===== src/rtl/rxq_pkg.sv =====
package rxq_pkg;

   // per-character receiver flags, stored beside each data byte
   typedef struct packed {
      logic brk;
      logic frm;
      logic par;
   } rxq_flags_t;

   localparam int FLAG_W = $bits(rxq_flags_t);

   function automatic logic flags_any(input rxq_flags_t f);
      return f.brk | f.frm | f.par;
   endfunction

endpackage


===== src/rtl/rxq_store.sv =====
module rxq_store #(
   parameter int ENTRY_W = 11,
   parameter int DEPTH   = 16,
   localparam int PTR_W  = $clog2(DEPTH),
   localparam int CNT_W  = $clog2(DEPTH + 1)
) (
   input  logic               clk,
   input  logic               rst_n,
   input  logic               clr,
   input  logic               push,
   input  logic               pop,
   input  logic [ENTRY_W-1:0] din,
   output logic [ENTRY_W-1:0] dout,
   output logic [CNT_W-1:0]   count,
   output logic               full,
   output logic               empty
);

   logic [PTR_W-1:0]   wr_ptr, rd_ptr;
   logic [ENTRY_W-1:0] slot [DEPTH];

   if (DEPTH < 2 || (DEPTH & (DEPTH - 1)) != 0) begin : g_bad_depth
      $error("rxq_store: DEPTH must be a power of two of at least 2");
   end

   for (genvar g = 0; g < DEPTH; g++) begin : g_slot
      always_ff @(posedge clk) begin
         if (push && wr_ptr == PTR_W'(g))
            slot[g] <= din;
      end
   end

   always_ff @(posedge clk or negedge rst_n) begin
      if (!rst_n) begin
         wr_ptr <= '0;
         rd_ptr <= '0;
         count  <= '0;
      end else if (clr) begin
         wr_ptr <= '0;
         rd_ptr <= '0;
         count  <= '0;
      end else begin
         if (push) wr_ptr <= wr_ptr + 1'b1;
         if (pop)  rd_ptr <= rd_ptr + 1'b1;
         case ({push, pop})
            2'b10:   count <= count + 1'b1;
            2'b01:   count <= count - 1'b1;
            default: count <= count;
         endcase
      end
   end

   assign full  = (count == CNT_W'(DEPTH));
   assign empty = (count == '0);
   assign dout  = empty ? '0 : slot[rd_ptr];

   // a clear leaves nothing stored
   a_r3_clear_empties: assert property (@(posedge clk) disable iff (!rst_n)
      clr |=> count == '0);

   // no push and no pop on an empty store leaves it empty
   a_r10_idle_empty: assert property (@(posedge clk) disable iff (!rst_n)
      (empty && !push && !clr) |=> empty);

endmodule


===== src/rtl/rxq_errtally.sv =====
module rxq_errtally #(
   parameter int DEPTH  = 16,
   localparam int CNT_W = $clog2(DEPTH + 1)
) (
   input  logic             clk,
   input  logic             rst_n,
   input  logic             clr,
   input  logic             push,
   input  logic             push_err,
   input  logic             pop,
   input  logic             pop_err,
   input  logic [CNT_W-1:0] occupancy,
   output logic             any_err
);

   logic [CNT_W-1:0] err_cnt;
   logic             inc, dec;

   assign inc = push & push_err;
   assign dec = pop & pop_err;

   always_ff @(posedge clk or negedge rst_n) begin
      if (!rst_n)
         err_cnt <= '0;
      else if (clr)
         err_cnt <= '0;
      else if (inc && !dec)
         err_cnt <= err_cnt + 1'b1;
      else if (dec && !inc)
         err_cnt <= err_cnt - 1'b1;
   end

   assign any_err = (err_cnt != '0);

   // the tally of errored entries can never exceed the stored entries
   a_r6_tally_bounded: assert property (@(posedge clk) disable iff (!rst_n)
      err_cnt <= occupancy);

endmodule


===== src/rtl/rxq_trigger.sv =====
module rxq_trigger #(
   parameter int DEPTH  = 16,
   parameter int THR0   = 1,
   parameter int THR1   = 4,
   parameter int THR2   = 8,
   parameter int THR3   = 14,
   localparam int CNT_W = $clog2(DEPTH + 1)
) (
   input  logic             clk,
   input  logic             rst_n,
   input  logic [1:0]       sel,
   input  logic [CNT_W-1:0] count,
   output logic             hit
);

   localparam int THR [4] = '{THR0, THR1, THR2, THR3};

   logic [3:0] over;

   for (genvar t = 0; t < 4; t++) begin : g_level
      if (THR[t] < 1 || THR[t] > DEPTH) begin : g_bad_thr
         $error("rxq_trigger: each threshold must lie in 1..DEPTH");
      end
      assign over[t] = (count >= CNT_W'(THR[t]));
   end

   assign hit = over[sel];

   // every threshold is reached once the queue is full
   a_r9_full_hits: assert property (@(posedge clk) disable iff (!rst_n)
      (count == CNT_W'(DEPTH)) |-> hit);

endmodule


===== src/rtl/rx_char_queue.sv =====
module rx_char_queue
   import rxq_pkg::*;
#(
   parameter int DW    = 8,
   parameter int DEPTH = 16,
   parameter int THR0  = 1,
   parameter int THR1  = 4,
   parameter int THR2  = 8,
   parameter int THR3  = 14
) (
   input  logic          clk,
   input  logic          rst_n,
   input  logic          en,
   input  logic          flush,
   input  logic          wr_valid,
   input  logic [DW-1:0] wr_data,
   input  logic          wr_par,
   input  logic          wr_frm,
   input  logic          wr_brk,
   input  logic          rd_pop,
   input  logic          stat_rd,
   input  logic [1:0]    trig_sel,
   output logic [DW-1:0] rd_data,
   output logic          data_ready,
   output logic          overrun,
   output logic          head_par,
   output logic          head_frm,
   output logic          head_brk,
   output logic          any_err,
   output logic          trig
);

   localparam int ENTRY_W = DW + FLAG_W;
   localparam int CNT_W   = $clog2(DEPTH + 1);

   if (DW < 1) begin : g_bad_dw
      $error("rx_char_queue: DW must be positive");
   end

   rxq_flags_t         in_flags, hd_flags;
   logic [ENTRY_W-1:0] in_entry, hd_entry;
   logic [CNT_W-1:0]   count;
   logic               full, empty, clr, do_push, do_pop, dropped;

   assign in_flags = '{brk: wr_brk, frm: wr_frm, par: wr_par};
   assign in_entry = {in_flags, wr_data};

   assign clr     = flush | ~en;
   assign do_push = wr_valid & en & ~flush & ~full;
   assign do_pop  = rd_pop & en & ~flush & ~empty;
   assign dropped = wr_valid & en & ~flush & full;

   rxq_store #(.ENTRY_W(ENTRY_W), .DEPTH(DEPTH)) u_store (
      .clk   (clk),
      .rst_n (rst_n),
      .clr   (clr),
      .push  (do_push),
      .pop   (do_pop),
      .din   (in_entry),
      .dout  (hd_entry),
      .count (count),
      .full  (full),
      .empty (empty)
   );

   assign hd_flags = rxq_flags_t'(hd_entry[ENTRY_W-1:DW]);
   assign rd_data  = hd_entry[DW-1:0];
   assign head_par = hd_flags.par;
   assign head_frm = hd_flags.frm;
   assign head_brk = hd_flags.brk;
   assign data_ready = ~empty;

   rxq_errtally #(.DEPTH(DEPTH)) u_tally (
      .clk       (clk),
      .rst_n     (rst_n),
      .clr       (clr),
      .push      (do_push),
      .push_err  (flags_any(in_flags)),
      .pop       (do_pop),
      .pop_err   (flags_any(hd_flags)),
      .occupancy (count),
      .any_err   (any_err)
   );

   rxq_trigger #(
      .DEPTH(DEPTH), .THR0(THR0), .THR1(THR1), .THR2(THR2), .THR3(THR3)
   ) u_trig (
      .clk   (clk),
      .rst_n (rst_n),
      .sel   (trig_sel),
      .count (count),
      .hit   (trig)
   );

   always_ff @(posedge clk or negedge rst_n) begin
      if (!rst_n)
         overrun <= 1'b0;
      else if (dropped)
         overrun <= 1'b1;
      else if (stat_rd)
         overrun <= 1'b0;
   end

   // a write offered to a full enabled queue raises overrun
   a_r8_drop_flags: assert property (@(posedge clk) disable iff (!rst_n)
      (wr_valid && en && !flush && !data_ready ? 1'b0 :
       wr_valid && en && !flush && full) |=> overrun);

   // disabling leaves the queue empty and error-free
   a_r4_disabled_empty: assert property (@(posedge clk) disable iff (!rst_n)
      !en |=> (!data_ready && !any_err));

   // a full queue keeps its head across a dropped write
   a_r7_full_keeps_head: assert property (@(posedge clk) disable iff (!rst_n)
      (full && wr_valid && en && !flush && !rd_pop) |=> $stable(rd_data));

endmodule


===== config.mk =====
export PLATFORM = sky130hd
export DESIGN_NAME = rx_char_queue
export DESIGN_NICKNAME = d
export VERILOG_FILES = /design/src/rtl/rxq_pkg.sv /design/src/rtl/rxq_store.sv /design/src/rtl/rxq_errtally.sv /design/src/rtl/rxq_trigger.sv /design/src/rtl/rx_char_queue.sv
export SDC_FILE = /design/constraint.sdc
export NUM_CORES = 1
export LEC_CHECK = 0
export CORE_MARGIN = 1.5
export CORE_UTILIZATION = 54
export DETAILED_ROUTE_END_ITERATION = 10
export GPL_TIMING_DRIVEN = 0
export PLACE_DENSITY = 0.81
export SYNTH_ARGS = -nofsm -noshare
export SYNTH_HDL_FRONTEND = slang
export SYNTH_SLANG_ARGS = --single-unit

===== constraint.sdc =====
create_clock -name clk -period 3.1 [get_ports clk]
set_input_delay 0.62 -clock clk [delete_from_list [all_inputs] [get_ports clk]]
set_output_delay 0.62 -clock clk [all_outputs]
set_load 0.02 [all_outputs]

# Word level (Yosys, flattened, before mapping)
# Memories as Yosys holds them, arrays and structs flattened.
# Cells that the tools add are included.
# W data, S select, Z words.
dict set report word_totals {
  register_bits 19
  mem_bits_rw 176
  in_bits 20
  output_inout_bits 15
  word_cells 187
  mem_count 1
}
# name depth width read_ports rd_clocked_by_memory_dff wr line_no
set mem_list {}
lappend mem_list {u_store.slot 16 11 1 0 1 rxq_store.sv:20} ;# logic [ENTRY_W-1:0] slot [DEPTH];
dict set report op_classes {
  n_addsub 6
  magnitude_cmp 5
  eq_ne 18
  mux 91
  bitwise_logic 18
  n_reduce_logical 43
}
# operator count
set op_table {}
lappend op_table {{$mux W11} 16}
lappend op_table {{$reduce_or A11 Y1} 15}
lappend op_table {{$mux W4} 19}
lappend op_table {{$mux W1} 50}
lappend op_table {{$eq A4 B4 Y1 const B} 8}
lappend op_table {{$mux W5} 4}
lappend op_table {{$logic_and A1 B1 Y1} 18}
lappend op_table {{$eq A4 B3 Y1 const B} 4}
lappend op_table {{$add A5 B1 Y5 const B} 2}
lappend op_table {{$ge A5 B4 Y1 const B} 2}
lappend op_table {{$pmux W5 S2} 1}
lappend op_table {{$sub A5 B1 Y5 const B} 2}
lappend op_table {{$and A1 B1 Y1} 9}
lappend op_table {{$add A4 B1 Y4 const B} 2}
lappend op_table {{$eq A4 B2 Y1 const B} 2}
lappend op_table {{$reduce_bool A2 Y1} 3}
lappend op_table {{$reduce_bool A3 Y1} 2}
lappend op_table {{$eq A5 B5 Y1 const B} 1}
lappend op_table {{$ge A5 B1 Y1 const B} 1}
lappend op_table {{$ge A5 B3 Y1 const B} 1}
lappend op_table {{$logic_not A5 Y1} 1}
lappend op_table {{$or A1 B1 Y1} 5}
lappend op_table {{$reduce_bool A5 Y1} 1}
lappend op_table {{$eq A4 B1 Y1 const B} 1}
lappend op_table {{other kinds (7)} 11}

# Longest topological paths before layout
# Gate-level depths: netlist of run 1.
dict set report logic_depth {
  depth_word 22
  depth_mapped 13
  mapped_depth_nobuf 12
}

# By module
# A second synthesis of run 1 with hierarchy kept.
dict set report unflattened {
  hier_cells 433
  hier_area_um2 8115.3
}
# module n_inst cells_each area_per_inst_um2 seq_area_each_um2
set by_module_without_submodules {}
lappend by_module_without_submodules {rxq_store 1 374 7577.3 5610.4}
lappend by_module_without_submodules {rxq_errtally 1 42 401.6 125.1}
lappend by_module_without_submodules {rx_char_queue 1 10 93.8 25.0}
lappend by_module_without_submodules {rxq_trigger 1 7 42.5 0.0}

# Worst setup path after synthesis of run 1
# Ideal clock, no wire load.
dict set report synth_timing {
  kind {register to register}
  start {register u_store.rd_ptr[1]}
  end {register u_tally.err_cnt[4]}
  setup_ns 0.123
  t_arrival_ns 3.114
  t_required_ns 2.977
  setup_slack_ns -0.136
  path_stages_with_launch 14
  n_path_buf 2
  synth_period_minus_slack_ns 3.236
  cell_sequence {dfrtp_1 > buf_2 > clkbuf_1 > mux4_2 > a22oi_2 > nand2_1 > o31ai_4 > nand3_1 > fa_1 > a21o_1 > a21oi_1 > nor2_1 > mux2_1 > mux2i_1}
}
dict set report synth_between {
  elab_chain_cells 9
  elab_cells_between_ends 11
  cone_classes {mux: 3; bitwise: 3; reduce/logical: 4; memory: 1}
}
# item line_no
set synth_rtl {}
lappend synth_rtl {{start: declaration} rxq_store.sv:19} ;# logic [PTR_W-1:0] wr_ptr, rd_ptr;
lappend synth_rtl {{start signal: assignment} rxq_store.sv:44} ;# if (pop) rd_ptr <= rd_ptr + 1'b1;
lappend synth_rtl {{$mem_v2 Z16 W11 (*)} --}
lappend synth_rtl {{$mux W11 (*)} rxq_store.sv:55} ;# assign dout = empty ? '0 : slot[rd_ptr];
lappend synth_rtl {{$or A1 B1 Y1} rxq_pkg.sv:13} ;# return f.brk | f.frm | f.par;
lappend synth_rtl {{$or A1 B1 Y1 (*)} rxq_pkg.sv:13}
lappend synth_rtl {{$and A1 B1 Y1 (*)} rxq_errtally.sv:20} ;# assign dec = pop & pop_err;
lappend synth_rtl {{$logic_not A1 Y1} rxq_errtally.sv:27} ;# else if (inc && !dec)
lappend synth_rtl {{$logic_and A1 B1 Y1} rxq_errtally.sv:27}
lappend synth_rtl {{$mux W5} rxq_errtally.sv:27}
lappend synth_rtl {{$mux W5} rxq_errtally.sv:25} ;# else if (clr)
lappend synth_rtl {{end signal: assignment} rxq_errtally.sv:28} ;# err_cnt <= err_cnt + 1'b1;
lappend synth_rtl {{end signal: assignment} rxq_errtally.sv:30} ;# err_cnt <= err_cnt - 1'b1;
lappend synth_rtl {{end: declaration} rxq_errtally.sv:16} ;# logic [CNT_W-1:0] err_cnt;
# Mark *: on every way between the ends. The rest lies on a longest branch, timed or not.
# A chain may end at the register's enable or synchronous reset.

# Final worst setup path of run 1
dict set report layout_timing {
  start {register u_store.rd_ptr[0]}
  end {output rd_data[3]}
}
dict set report layout_between {
  elab_chain_cells 2
}
# item line_no
set layout_rtl {}
lappend layout_rtl {{$mem_v2 Z16 W11} --}
lappend layout_rtl {{$mux W11} rxq_store.sv:55}
lappend layout_rtl {{end: declaration} rx_char_queue.sv:23} ;# output logic [DW-1:0] rd_data,
# No other way between the ends.

==> run summary, run 1 <==
clk root buf: clkbuf_16
pin count of the biggest net entering global routing: 20
cell mode on critical path: buf_12
Synth Cell Area: 8085 µm²
Clk pwr share: 39.2%
Post-DRT Antenna Nets: 0
vias in the first global route: 4474
Seq cells post-synth: 195
layout cells sized above 1: 29.10%
buffers added on ports: 34
# DRC: 0
CTS HTree Levels: 4
register share of total power: 53.2%
Seq/Total Area, Yosys: 71.25%
die width: 125.4 µm
commonest cells after routing, fill and taps aside: edfxtp_1 (176), mux4_2 (52), and2_1 (26), clkdlybuf4s50_1 (22), nand2_1 (20)
Critical Path Source Type: flip-flop
Layout Skew: 11.52 ps
Comb pwr share: 7.5%
Pins Over Slew Limit: 0
Post-layout nets: 534
DR vias: 4193
Util after Layout: 66.40%
final instance area: 9687 µm²
Sw Pwr: 1.168 mW
outcome: complete, but fails checks
die area: 15720 µm²
number of diodes: 0
IO Count: 35
Gate Count Post-Synth: 425
worst path required time: 2480 ps
GRT overflow: 0
CP Class: flip-flop to output pin
Clock Latency Late Sink: 440 ps
Pwr per Cell Area: 561.8 nW/µm²
slowest library cell on the worst path: mux4_2
worst path cell trace: buf_12 -> buf_12 -> buf_12 -> buf_12 -> mux4_2 -> mux4_2 -> and2_4 -> buf_6
period utilization: 106.6%
fin crit period: 3304 ps
Clock Tree Buf Depth: 2
most common cell after layout, fill and taps aside: edfxtp_1
slew margin rel.: 30.16%
Area Overhead vs Synth: 19.81%
fmax: 302.7 MHz
Die Ht: 125.4 µm
Worst-path clk slew: 70 ps
# Max-Cap Violations: 0
async set or reset register ratio after synthesis: 9.744%
slew of the pin with the lowest slew margin: 1044 ps
antenna violations before repair: 1
final setup fails: 10
critical path capture point type: output pin
CTS tree: done
Hold Crit Class: flip-flop to flip-flop
fin worst setup slack: -204.1 ps
Core ar.: 14590 µm²
first-pass GRT wire length: 25760 µm
row count: 44
fillers: 900
routed length per instance: 24.41 µm
post-synth cell types: 39
Hold Violations, Final: 0
Avg Inst Size Synth: 19.02 µm²
hpwl dp: 10100 µm
Syn. warnings: 0
RSZ-0062 raised after global routing: true
Peak VDD IR: 349.2 µV
Worst EP arrival: 2680 ps
Main synth FF type: edfxtp_1
net count after synthesis: 460
First-pass DRT Iterations: 5
Post-synth EDFFs: 176
Final Routed Wirelength: 16990 µm
Internal: 4.273 mW
Sw Ratio: 21.47%
CP max stage delay: 560 ps
Vias/cell: 6.024
Leak Pwr: 3.216 nW
placed instance area: 8676 µm²
total CTS buffers: 17
GRT Resource Usage Total: 22.69%
number of DRC markers in iteration 0: 460
GPL Wtd Cong: 0.8129
Initial Utilization: 55.42%
crit path max fanout: 10
failing checks: negative setup slack
CTS sink count: 195
==> flip-flops by register name, indices dropped and copies added, names as in the netlist <==
signal	flops
overrun	1
u_store.count	5
u_store.rd_ptr	4
u_tally.err_cnt	5
u_store.wr_ptr	4
u_store.slot	176
==> worst max-delay path: cells and delay by family (launching register included) <==
family	cells	cell delay, ps
buffers and inverters	5	600
AND/OR/NAND/NOR	1	160
flip-flops	1	400
multiplexers	2	1070
==> synthesized netlist by cell type, types with 3 or more instances <==
| library cell | instances | area [µm²] |
|---|---|---|
| edfxtp_1 | 176 | 5285 |
| mux4_2 | 52 | 1171 |
| and2_1 | 32 | 200.2 |
| nand2_1 | 23 | 86.33 |
| dfrtp_1 | 19 | 475.5 |
| nor2_1 | 19 | 71.32 |
| ha_1 | 14 | 175.2 |
| clkbuf_1 | 10 | 37.54 |
| a21oi_1 | 7 | 35.03 |
| xor2_1 | 7 | 61.31 |
| a22oi_1 | 6 | 45.04 |
| inv_1 | 6 | 22.52 |
| mux2i_1 | 6 | 60.06 |
| xnor2_1 | 5 | 43.79 |
| buf_2 | 4 | 20.02 |
| nand2b_1 | 4 | 25.02 |
| nor2b_1 | 3 | 18.77 |
| nor3_1 | 3 | 15.01 |
| o21ai_0 | 3 | 15.01 |
==> through the flow <==
step / instances / hold WS, ps / worst slack, ps / power [mW] / setup TNS (ps)
3_5_place_dp: 643 / 537.0 / -718.0 / 3.300 / -6019
4_1_cts: 685 / 549.0 / -192.5 / 5.437 / -1000
2_1_floorplan: 425 / 324.4 / 7.647 / 3.146 / 0
6_report: 696 / 543.9 / -204.1 / 5.442 / -1478
3_3_place_gp: 643 / 523.6 / -748.2 / 3.284 / -6067
5_1_grt: 696 / 593.7 / -305.1 / 5.592 / -2290
==> power groups by stage <==
stage	Combinational, mW	Sequential [mW]	Clock (mW)
after floorplan	0.199	2.95	0
after global placement	0.334	2.95	0
after detailed placement	0.349	2.95	0
after CTS	0.383	2.90	2.16
after global routing	0.442	2.90	2.25
final	0.410	2.90	2.14
==> kinds of logic (layout without fill, tap and decap cells) <==
kind of cell / after synthesis / count (layout) / synth area share, %
DFF: 195 / 195 / 71.25
muxes: 59 / 59 / 15.37
AOI/OAI and AO/OA: 25 / 25 / 2.167
and+or+nand+nor: 96 / 96 / 6.190
xor gates and xnor gates: 12 / 12 / 1.300
buffers and inverters: 23 / 110 / 1.315
adders and majority gates: 15 / 15 / 2.414
==> routing by layer <==
metal | part of all wire (%) | GRT usage [%]
met5 | 0 | 0
met4 | 3.1 | 11.30
met3 | 6.0 | 5.477
met2 | 50 | 35.42
met1 | 41 | 30.32
==> repair_timing <==
| item | CTS | global route |
|---|---|---|
| resized for setup | 94 | 15 |
| setup endpoints to repair | 16 | 14 |
| setup buffers | 10 | 9 |
| pin swaps | 9 | 10 |
| gates cloned | 1 | 2 |
| hold buffers | 0 | 0 |
==> area by class of cell <==
class                   instances  area [µm²]  area share [%]
flip-flops and latches        195        5761           59.47
multi-input cells             207        2316           23.91
repair buffers                 56       584.3           6.032
clock buffers                  20       436.7           4.508
well taps                     184       230.2           2.377
plain buffers                  16       200.2           2.067
clock inverters                12       136.4           1.408
inverters                       6       22.52          0.2325
==> path summary, 6_finish.rpt <==
| check | start | end | slack [ps] | depth (start not counted) |
|---|---|---|---|---|
| setup / recovery | u_store.rd_ptr[0] | rd_data[3] | -200 | 8 |
| hold / removal | overrun | overrun | 540 | 2 |
| setup reg to reg | u_store.rd_ptr[0] | u_tally.err_cnt[4] | -120 | 14 |
| hold reg to reg | overrun | overrun | 540 | 2 |
| max in group asynchronous | rst_n | u_store.rd_ptr[2] | 1710 | 1 |
| min in group asynchronous | rst_n | u_tally.err_cnt[4] | 750 | 1 |
No activity file was read; power rests on OpenSTA's default activity.
==> run 2: changes to the inputs <==
--- a/config.mk
+++ b/config.mk
@@ -14,2 +14,3 @@
 export SYNTH_HDL_FRONTEND = slang
+export SYNTH_HIERARCHICAL = 1
 export SYNTH_SLANG_ARGS = --single-unit
==> constraint.sdc (replaced) <==
create_clock -name clk -period 3.1 [get_ports clk]
set_input_delay 0.465 -clock clk [delete_from_list [all_inputs] [get_ports clk]]
set_output_delay 0.465 -clock clk [all_outputs]
set_load 0.02 [all_outputs]
==> run 2 against run 1 <==
Maximum frequency fell by 3.3%. Highest routed layer unchanged. Global-route usage shrank 0.74 points. Core utilization decreased by 0.24 points. Critical path type is now flip-flop to flip-flop. Setup slack worse by 110 ps. Power decreased by 3.5%. Clock skew fell by 2.5 ps. Flip-flop and latch count unchanged. The run still ends with negative setup slack left. Largest power group unchanged. Clock power rose by 3%. Synthesized area rose by 0.37%. Sequential power barely moved.
==> run summary, run 2 <==
Main synth FF type: edfxtp_1
Synth Cell Area: 8115 µm² (+0.37%)
CTS sink count: 195 (unchanged)
R2R setup slack: -320 ps (-200 ps)
CP Class: flip-flop to flip-flop
Hold Violations, Final: 0 (unchanged)
Util after Layout: 66.16% (-0.24 points)
worst path cell trace: buf_12 -> buf_12 -> mux4_2 -> mux2i_2 -> o22ai_2 -> or3_4 -> nand2_4 -> nand3_4 -> fa_2 -> a21o_1 -> a21oi_2 -> nor4_1 -> or3_1
Critical Path Source Type: flip-flop
async set or reset register ratio after synthesis: 9.744% (unchanged)
Post-layout nets: 538 (+0.75%)
pin count of the biggest net entering global routing: 20 (unchanged)
CP max stage delay: 500 ps (-60 ps)
critical path capture point type: flip-flop
slew of the pin with the lowest slew margin: 1173 ps (+129.2 ps)
DR vias: 4206 (+0.31%)
slowest library cell on the worst path: mux4_2
dpl ws: -900.0 ps (-182.0 ps)
register share of total power: 54.8% (+1.6 points)
Avg Inst Size Synth: 18.74 µm² (-1.5%)
cell mode on critical path: buf_12
Worst EP arrival: 3730 ps (+1050 ps)
IO Count: 35 (unchanged)
First-pass DRT Iterations: 5 (unchanged)
Post-DRT Antenna Nets: 0 (unchanged)
GRT Resource Usage Total: 21.95% (-0.74 points)
Comb pwr share: 3.3% (-4.2 points)
Vias/cell: 5.983 (-0.69%)
Pins Over Slew Limit: 0 (unchanged)
Leak Pwr: 3.177 nW (-1.2%)
Area Overhead vs Synth: 18.93%
largest family of logic cells by synthesized area: multiplexers
failing checks: negative setup slack
outcome: complete, but fails checks
simple-gate share of the synthesized area: 5.473% (-0.72 points)
Pwr per Cell Area: 543.9 nW/µm² (-3.2%)
antenna violations before repair: 0 (-1)
max reg flops: 176 (unchanged)
clk root buf: clkbuf_16
period utilization: 110.2% (+3.6 points)
Worst-path clk slew: 70 ps (about the same)
first-pass GRT wire length: 25150 µm (-2.4%)
number of diodes: 0 (unchanged)
placed instance area: 8795 µm² (+1.4%)
Hold Crit Class: input port to asynchronous set/reset pin
Core ar.: 14590 µm² (unchanged)
largest reg by FF count: u_store/slot
mux cell area share after synthesis: 15.68% (+0.31 points)
routed length per instance: 22.96 µm (-5.9%)
CTS HTree Levels: 4 (unchanged)
row count: 44 (unchanged)
fmax: 292.6 MHz (-3.3%)
setup_tns: -538.4 ps (+939.4 ps)
Initial Utilization: 55.63% (+0.21 points)
most common cell after layout, fill and taps aside: edfxtp_1
crit path max fanout: 6 (-4)
Post-Synth XOR/XNOR Area: 1.388% (+0.088 points)
total CTS buffers: 17 (unchanged)
Die Ht: 125.6 µm (+0.18%)
hpwl dp: 9932 µm (-1.7%)
RSZ-0062 raised after global routing: true
commonest cells after routing, fill and taps aside: edfxtp_1 (176), mux4_2 (44), clkdlybuf4s50_1 (24), nor2_1 (22), mux2i_1 (21)
CTS tree: done
buffers added on ports: 34 (unchanged)
Gate Count Post-Synth: 433 (+1.9%)
# DRC: 0 (unchanged)
number of DRC markers in iteration 0: 446 (-3.0%)
Sw Pwr: 1.092 mW (-6.5%)
GPL Wtd Cong: 0.7566 (-6.9%)
Compound-Gate Fraction of Synth Area: 2.513% (+0.35 points)
worst path required time: 3410 ps (+930 ps)
Area contributors post-synth: edfxtp_1 (65%), mux4_2 (12%), dfrtp_1 (5.9%)
die area: 15770 µm² (+0.37%)
Layout Skew: 9.005 ps (-2.512 ps)
Seq cells post-synth: 195 (unchanged)
Syn. warnings: 6 (+6)
fin worst setup slack: -317.2 ps (-113.1 ps)
Clock Tree Buf Depth: 2 (unchanged)
Synth top area share: 65.12% (-0.24 points)
Post-synth top cells: edfxtp_1 (176), mux4_2 (44), nor2_1 (32)
final setup fails: 4 (-6)
vias in the first global route: 4384 (-2.0%)
hold_ws: 531.0 ps (-12.94 ps)
layout cells sized above 1: 29.67% (+0.57 points)
post-synth cell types: 49 (+26%)
Clock Latency Late Sink: 430 ps (about the same)
# Max-Cap Violations: 0 (unchanged)
Seq/Total Area, Yosys: 70.98% (-0.26 points)
Final Routed Wirelength: 16140 µm (-5.0%)
Top Registers: u_store/slot x176, u_store/count x5, u_tally/err_cnt x5
most frequent cell after synthesis: edfxtp_1
fin crit period: 3417 ps (+113.1 ps)
Synth Area in Adders: 2.066% (-0.35 points)
Sw Ratio: 20.80% (-0.67 points)
net count after synthesis: 465 (+1.1%)
final instance area: 9652 µm² (-0.36%)
GRT overflow: 0 (unchanged)
Post-synth EDFFs: 176 (unchanged)
slew margin rel.: 21.48% (-8.7 points)
Internal: 4.158 mW (-2.7%)
Peak VDD IR: 378.3 µV (+8.3%)
area leader, netlist: edfxtp_1
Clk pwr share: 41.9% (+2.7 points)
die width: 125.6 µm (+0.18%)
## run 2: cell types whose count changed in the layout (fill, tap and decap cells not counted), sizes merged, moves of 6 or more
| cell | previous run | this run |
|---|---|---|
| nor2 | 19 | 32 |
| and2 | 32 | 2 |
| dlygate4sd2 | 2 | 10 |
| mux2i | 6 | 27 |
| nand2 | 23 | 12 |
| clkbuf | 31 | 24 |
| mux4 | 52 | 44 |
| a22oi | 7 | 1 |
| o22ai | 1 | 12 |
## run 2: kinds of logic after synthesis
| group | after synthesis |
|---|---|
| fa+ha+maj | 13 |
| compound gates | 31 |
| flops | 195 |
| simple gates | 83 |
| buf+inv | 27 |
| xor+xnor | 12 |
| mux | 72 |
## run 2: area by class of cell
| type | count | area [µm²] |
|---|---|---|
| inverter | 6 | 22.52 |
| buffer | 21 | 202.7 |
| timing repair buffer | 54 | 493.0 |
| clock buffer | 17 | 425.4 |
| tap | 184 | 230.2 |
| multi-input combinational | 211 | 2341 |
| sequential | 195 | 5763 |
| fill | 910 | 4937 |
| clock inverter | 15 | 173.9 |
## run 2: what timing repair did
item	in CTS	in global routing
endpoints found under the setup margin	17	142
pin swaps	5	2
gates resized for setup	31	18
buffers inserted	14	4
hold buffers	0	0
endpoints found under the hold margin	0	0
gates cloned	0	0
## run 2: worst paths after layout
path / start / endpoint / cells past startpoint
worst max-delay path: u_store/rd_ptr[0] / u_tally/err_cnt[4] / 13
worst min-delay path: rst_n / u_store/count[2] / 1
worst max register to register: u_store/rd_ptr[0] / u_tally/err_cnt[4] / 13
worst min register to register: overrun / overrun / 2
max in group asynchronous: rst_n / u_store/count[1] / 1
min in group clk: overrun / overrun / 2
## run 2: through the flow
step | total power [mW] | cells
3_5_place_dp | 3.100 | 653
3_3_place_gp | 3.090 | 651
6_report | 5.250 | 703
4_1_cts | 5.279 | 699
2_1_floorplan | 3.006 | 433
5_1_grt | 5.410 | 703
## run 2: power groups by stage
| stage | sequential (mW) | clock [mW] | combinational, mW |
|---|---|---|---|
| floorplan | 2.93 | 0 | 0.0735 |
| global placement | 2.93 | 0 | 0.157 |
| detailed placement | 2.93 | 0 | 0.166 |
| CTS | 2.88 | 2.23 | 0.171 |
| global route | 2.88 | 2.34 | 0.190 |
| finish | 2.88 | 2.20 | 0.175 |
## run 2: critical path, delay by kind of cell (launching register included)
kind | cells | cell delay (ps)
multiplexers | 2 | 730
buffers and inverters | 2 | 280
AO/OA/AOI/OAI | 3 | 490
AND/OR/NAND/NOR | 5 | 990
flip-flops | 1 | 410
adder cells (fa/ha/maj) | 1 | 380
## run 2: layer usage
metal / vias to the layer above / track usage [%] / part of all wire (%)
met5: - / 0 / 0
met4: 0 / 8.155 / 1.7
met3: 23 / 5.092 / 4.9
met2: 125 / 36.45 / 52
met1: 2197 / 28.59 / 42
li1: 1861 / - / -
